**src/rtl/ctl_pkg.sv**
```systemverilog
package ctl_pkg;
  localparam int CR_DW = 16;
  localparam int CR_AW = 4;

  // register indices that carry special rules
  localparam int IX_STAT  = 0;
  localparam int IX_BSTAT = 1;
  localparam int IX_MODS  = 10;
  localparam int IX_MODE  = 11;

  // status word bit positions
  localparam int B_STACK = 15;
  localparam int B_XADDR = 13;
  localparam int B_DBG   = 12;
  localparam int B_DMSK  = 11;
  localparam int B_IRQEN = 10;
  localparam int B_RPT   = 9;
  localparam int B_MOD   = 8;
  localparam int B_FRAC  = 7;
  localparam int B_SAT   = 6;
  localparam int B_CND0  = 3;
  localparam int B_CND1  = 2;
  localparam int B_CARRY = 0;

  localparam logic [CR_DW-1:0] STAT_KEEP = 16'hBFCD;
  localparam logic [CR_DW-1:0] MOD_KEEP  = 16'hFFFE;

  typedef struct packed {
    logic stack, xaddr, dbg, dmsk, irqen, rpt, modul, frac, sat, cnd0, cnd1, carry;
  } flags_t;
endpackage

```
**src/rtl/ctl_wr_arb.sv**
```systemverilog
module ctl_wr_arb
  import ctl_pkg::*;
#(
  parameter int DW = CR_DW,
  parameter int AW = CR_AW
) (
  input  logic          ins_we,
  input  logic [AW-1:0] ins_sel,
  input  logic [DW-1:0] ins_data,
  input  logic          dbg_we,
  input  logic [AW-1:0] dbg_sel,
  input  logic [DW-1:0] dbg_data,
  output logic          w_en,
  output logic [AW-1:0] w_sel,
  output logic [DW-1:0] w_data,
  output logic          w_stat
);
  logic [DW-1:0] raw;
  logic [DW-1:0] keep;

  always_comb begin
    // the debugger has priority over the instruction stream
    if (dbg_we) begin
      w_sel = dbg_sel;
      raw   = dbg_data;
    end else begin
      w_sel = ins_sel;
      raw   = ins_data;
    end
    w_en = dbg_we | ins_we;
    if (w_sel == AW'(IX_STAT) || w_sel == AW'(IX_BSTAT))
      keep = STAT_KEEP;
    else if (w_sel == AW'(IX_MODS) || w_sel == AW'(IX_MODE))
      keep = MOD_KEEP;
    else
      keep = '1;
    w_data = raw & keep;
    w_stat = w_en && (w_sel == AW'(IX_STAT));
  end
endmodule

```
**src/rtl/ctl_status.sv**
```systemverilog
module ctl_status
  import ctl_pkg::*;
#(
  parameter int DW = CR_DW
) (
  input  logic          clk,
  input  logic          rst,
  input  logic          wr,
  input  logic [DW-1:0] wdata,
  input  logic          alu_we,
  input  logic          alu_c0,
  input  logic          alu_c1,
  input  logic          alu_cy,
  output flags_t        flags,
  output logic [DW-1:0] word,
  output logic          illegal
);
  always_ff @(posedge clk) begin
    if (rst) begin
      flags   <= '0;
      illegal <= 1'b0;
    end else begin
      illegal <= wr && wdata[B_SAT] && !wdata[B_FRAC];
      if (wr) begin
        flags.stack <= wdata[B_STACK];
        flags.xaddr <= wdata[B_XADDR];
        flags.dbg   <= wdata[B_DBG];
        flags.dmsk  <= wdata[B_DMSK];
        flags.irqen <= wdata[B_IRQEN];
        flags.rpt   <= wdata[B_RPT];
        flags.modul <= wdata[B_MOD];
        flags.frac  <= wdata[B_FRAC];
        flags.sat   <= wdata[B_SAT];
        flags.cnd0  <= wdata[B_CND0];
        flags.cnd1  <= wdata[B_CND1];
        flags.carry <= wdata[B_CARRY];
      end else if (alu_we) begin
        flags.cnd0  <= alu_c0;
        flags.cnd1  <= alu_c1;
        flags.carry <= alu_cy;
      end
    end
  end

  always_comb begin
    word          = '0;
    word[B_STACK] = flags.stack;
    word[B_XADDR] = flags.xaddr;
    word[B_DBG]   = flags.dbg;
    word[B_DMSK]  = flags.dmsk;
    word[B_IRQEN] = flags.irqen;
    word[B_RPT]   = flags.rpt;
    word[B_MOD]   = flags.modul;
    word[B_FRAC]  = flags.frac;
    word[B_SAT]   = flags.sat;
    word[B_CND0]  = flags.cnd0;
    word[B_CND1]  = flags.cnd1;
    word[B_CARRY] = flags.carry;
  end
endmodule

```
**src/rtl/ctl_bank.sv**
```systemverilog
module ctl_bank
  import ctl_pkg::*;
#(
  parameter int DW = CR_DW,
  parameter int AW = CR_AW
) (
  input  logic          clk,
  input  logic          rst,
  input  logic          we,
  input  logic [AW-1:0] wsel,
  input  logic [DW-1:0] wdata,
  input  logic [AW-1:0] rsel_a,
  output logic [DW-1:0] rdata_a,
  input  logic [AW-1:0] rsel_b,
  output logic [DW-1:0] rdata_b
);
  localparam int DEPTH = 1 << AW;

  logic [DW-1:0] mem [DEPTH];

  for (genvar g = 0; g < DEPTH; g++) begin : g_ent
    always_ff @(posedge clk) begin
      if (rst)
        mem[g] <= '0;
      else if (we && wsel == AW'(g))
        mem[g] <= wdata;
    end
  end

  assign rdata_a = mem[rsel_a];
  assign rdata_b = mem[rsel_b];
endmodule

```
**src/rtl/ctl_regfile.sv**
```systemverilog
module ctl_regfile
  import ctl_pkg::*;
#(
  parameter int DW = CR_DW,
  parameter int AW = CR_AW
) (
  input  logic          clk,
  input  logic          rst,
  input  logic          ins_we,
  input  logic [AW-1:0] ins_wsel,
  input  logic [DW-1:0] ins_wdata,
  input  logic [AW-1:0] ins_rsel,
  output logic [DW-1:0] ins_rdata,
  input  logic          dbg_we,
  input  logic [AW-1:0] dbg_sel,
  input  logic [DW-1:0] dbg_wdata,
  output logic [DW-1:0] dbg_rdata,
  input  logic          alu_flag_we,
  input  logic          alu_cond0,
  input  logic          alu_cond1,
  input  logic          alu_carry,
  output logic          flg_stack,
  output logic          flg_xaddr,
  output logic          flg_dbg,
  output logic          flg_dbgmask,
  output logic          flg_irqen,
  output logic          flg_rpt,
  output logic          flg_modulo,
  output logic          flg_frac,
  output logic          flg_sat,
  output logic          flg_cond0,
  output logic          flg_cond1,
  output logic          flg_carry,
  output logic          ill_op
);
  logic          w_en, w_stat;
  logic [AW-1:0] w_sel;
  logic [DW-1:0] w_data;
  logic [DW-1:0] stat_word, bank_a, bank_b;
  flags_t        flags;

  ctl_wr_arb #(.DW(DW), .AW(AW)) i_arb (
    .ins_we(ins_we), .ins_sel(ins_wsel), .ins_data(ins_wdata),
    .dbg_we(dbg_we), .dbg_sel(dbg_sel), .dbg_data(dbg_wdata),
    .w_en(w_en), .w_sel(w_sel), .w_data(w_data), .w_stat(w_stat)
  );

  ctl_status #(.DW(DW)) i_stat (
    .clk(clk), .rst(rst), .wr(w_stat), .wdata(w_data),
    .alu_we(alu_flag_we), .alu_c0(alu_cond0), .alu_c1(alu_cond1), .alu_cy(alu_carry),
    .flags(flags), .word(stat_word), .illegal(ill_op)
  );

  ctl_bank #(.DW(DW), .AW(AW)) i_bank (
    .clk(clk), .rst(rst), .we(w_en && !w_stat), .wsel(w_sel), .wdata(w_data),
    .rsel_a(ins_rsel), .rdata_a(bank_a), .rsel_b(dbg_sel), .rdata_b(bank_b)
  );

  assign ins_rdata = (ins_rsel == AW'(IX_STAT)) ? stat_word : bank_a;
  assign dbg_rdata = (dbg_sel  == AW'(IX_STAT)) ? stat_word : bank_b;

  assign flg_stack   = flags.stack;
  assign flg_xaddr   = flags.xaddr;
  assign flg_dbg     = flags.dbg;
  assign flg_dbgmask = flags.dmsk;
  assign flg_irqen   = flags.irqen;
  assign flg_rpt     = flags.rpt;
  assign flg_modulo  = flags.modul;
  assign flg_frac    = flags.frac;
  assign flg_sat     = flags.sat;
  assign flg_cond0   = flags.cnd0;
  assign flg_cond1   = flags.cnd1;
  assign flg_carry   = flags.carry;
endmodule

```
**config.mk**
```make
export PLATFORM = sky130hd
export DESIGN_NAME = ctl_regfile
export DESIGN_NICKNAME = d
export VERILOG_FILES = /design/src/rtl/ctl_pkg.sv /design/src/rtl/ctl_wr_arb.sv /design/src/rtl/ctl_status.sv /design/src/rtl/ctl_bank.sv /design/src/rtl/ctl_regfile.sv
export SDC_FILE = /design/constraint.sdc
export NUM_CORES = 1
export LEC_CHECK = 0
export ABC_AREA = 1
export BUFFER_PORTS_ARGS = -buffer_cell sky130_fd_sc_hd__buf_4
export CAP_MARGIN = 20
export CORE_MARGIN = 3
export CORE_UTILIZATION = 55
export CTS_BUF_LIST = sky130_fd_sc_hd__clkbuf_16
export DETAILED_ROUTE_END_ITERATION = 8
export HOLD_SLACK_MARGIN = 0.1
export PLACE_DENSITY = 0.73
export SYNTH_ARGS = -nofsm -noshare
export SYNTH_HDL_FRONTEND = slang
export SYNTH_SLANG_ARGS = --single-unit
```
**constraint.sdc**
```tcl
create_clock -name clk -period 7.41 [get_ports clk]
set_clock_uncertainty 0.15 [all_clocks]
set_input_delay 2.223 -clock clk [delete_from_list [all_inputs] [get_ports clk]]
set_output_delay 2.223 -clock clk [all_outputs]
set_load 0.005 [all_outputs]
```
==> results.cfg <==
[synthesis]
synth_top_family_by_area = simple AND/OR/NAND/NOR gates
avgSynthCellArea_um2 = 7.64
synth_seq_cells = 257
ys_warn_count = 0
netlist_instances = 2027
synth_compound_area_share_pct = 4.92
synthXorXnorAreaFrac_pct = 0
synth_cell_types = 35
synthMuxAreaShare_pct = 0
synth_simple_gate_area_share_pct = 35.6
syn_area_um2 = 15500
ys_seq_area_share_pct = 49.0
synth_fa_ha_area_share_pct = 0

[drt]
ant_nets = 0
first_iter_violations = 1881
vias = 14200
vias_per_cell = 5.82
drc = 0
firstDrtPassIters = 6
wl_per_cell_um = 20.5
wl_mm = 50.3

[pwr]
finalPower_mw = 3.76
p_sw_mw = 1.07
power.share.combinational_pct = 17.0
clockPowerShare_pct = 36.9
powerDensity_nw_per_um2 = 219
p_sw_share_pct = 28.4
p_leak_nw = 7.92
ir_drop_mv = 0.182
internal-power_mw = 2.69
p_seq_share_pct = 46.1

[timing]
grt_setup_unrepaired = false
fin_ws_ns = 0.573
setup_tns_ns = 0
fin_crit_sh_pct = 92.3
layout_min_cycle_time_ns = 6.84
fmax_mhz = 146
finalMaxSlewViolations = 0
max_slew_margin_pct = 28.1
setup_viol = 0
final_hold_viol_count = 0
max_slew.worst_pin.slew_ns = 1.08
fin_hold_ws_ns = 0.417

[setup_path]
crit_top_cell = buf_4
setup.worst_path.class = primary input to output port
cp.required_ns = 5.04
crit_chain = buf_4, inv_2, nand2_1, inv_1, a21oi_1, buf_4
worst_path_max_delay_cell = nand2_1
crit_arrival_ns = 4.46
path_delay_family = buffers and inverters
cp_max_fo = 45
startpoint_type = primary input
slowest_delay_ns = 0.65
critPathBufInv = 4
end_kind = output port

[die]
die_x_um = 174
die_area_um2 = 30200
core_um2 = 27300
die_h_um = 174
ios = 97
initial_core_util_pct = 56.7
num_rows = 60

[clock_tree]
cts_sinks = 257
post_cts_buffers = 0
clk_path_buf_depth = 3
clk_latency_ns = 0.54
root_buffer = clkbuf_16
cts_resized = 0
cts_tree = yes
cts.htree.levels = 1
cts-hold-fix-buffers = 0
clk_pin_slew_ns = 0.06
cts_buffers = 27

[placed_design]
hpwlAfterDp_mm = 32.8
portBuffers = 96
routabilityCongestion = 0.903
placed_cell_area_um2 = 16300
dp_slack_ns = 0.739

[final_layout]
final_area_um2 = 17200
fillers = 2408
synthToLayoutAreaGrowth_pct = 10.9
final_net_count = 2108
regArea_um2 = 7590
multiInputGateArea_um2 = 6320
n_antenna_cell = 0
layout-drive-gt1-share_pct = 11.2

[worst_hold_path]
hold_path_class = flip-flop to flip-flop

[global_routing]
track_usage_pct = 32.3
grt_pass1_wl_mm = 75.5
grt_max_degree = 85
antenna_found_initial = 0
overflow = 0
first_global_vias = 13400

[job]
max_cap_viol_count = 0

[outcome]
status = finished, final reports clean
==> final timing paths <==
kind,startpoint,end,slack (ns),depth (start not counted)
setup / recovery,ins_rsel[0],ins_rdata[14],0.57,6
hold reg to reg,i_stat.flags[4]$_SDFFE_PP0P_,i_stat.flags[4]$_SDFFE_PP0P_,0.42,2
hold / removal,i_stat.flags[4]$_SDFFE_PP0P_,i_stat.flags[4]$_SDFFE_PP0P_,0.42,2
setup reg to reg,i_stat.flags[3]$_SDFFE_PP0P_,i_stat.flags[3]$_SDFFE_PP0P_,6.37,2
==> routing by layer <==
metal / share of wire [%] / GRT usage [%]
met5: 0 / 0
met4: 4.9 / 16.0
met3: 12 / 5.56
met2: 44 / 49.5
met1: 39 / 44.5
==> through the flow <==
stage	std cells	util, %
2_1_floorplan	2036	-
3_3_place_gp	2399	59.6
3_5_place_dp	2399	59.6
4_1_cts	2449	62.8
5_1_grt	2449	62.8
6_report	2449	62.8
==> area by class of cell <==
class / instances / share of cell area [%]
Clock buffer: 27 / 3.94
Clock inverter: 23 / 1.28
Inverter: 245 / 5.44
Multi-Input combinational cell: 1400 / 36.8
Sequential cell: 257 / 44.2
Tap cell: 372 / 2.71
Timing Repair Buffer: 125 / 5.61
==> power by group through the flow <==
stage,Clock [mW],Sequential [mW],Combinational [mW]
after floorplan,0,1.75,0.406
after global placement,0,1.76,0.611
after detailed placement,0,1.76,0.621
after CTS,1.38,1.73,0.624
after global routing,1.45,1.74,0.691
final,1.39,1.73,0.638
==> cell usage after synthesis, drive strengths merged <==
cell type,number,area (µm²)
or2,13,81.3
edfxtp,244,7330
nor2,312,1280
buf,87,505
nor3,2,15.0
clkinv,4,20.0
o21ai,50,254
o211ai,31,233
nand3,296,1680
a21oi,43,215
inv,241,915
o21a,8,60.1
dfxtp,13,260
nand2,635,2460
clkbuf,47,176
conb,1,3.75
==> state kept, by name (all words and copies together) (netlist names) <==
signal	count
i_bank.mem	244
i_stat.flags	12
i_stat.illegal	1
==> worst min-delay path, stage by stage, from the launching register on <==
cell and delay, ns:
dfxtp_1 0.36, nor2_1 0.12, nor2_1 0.05
==> kinds of logic (layout without fill, tap and decap cells) <==
family	count (synthesis)	after routing
buffers and inverters	379	420
DFF	257	257
other	1	10
and+or+nand+nor	1258	1258
AOI/OAI and AO/OA	132	132
==> cells in the final DEF, fill, tap and decap left out, types with 4 or more instances in the layout <==
cell type / instances
nand2_1: 622
nor2_1: 304
nand3_1: 279
edfxtp_1: 244
inv_1: 234
buf_4: 123
a21oi_1: 43
o21ai_0: 34
o211ai_1: 31
clkbuf_16: 27
nand3_4: 15
o21ai_1: 13
dfxtp_1: 13
or2_2: 11
inv_2: 10
conb_1: 10
nand2_4: 9
o21a_1: 8
clkinv_1: 6
nor2_8: 6
clkinv_2: 5
nand2_2: 4
bufinv_16: 4
(Power assumes the default switching activity.)
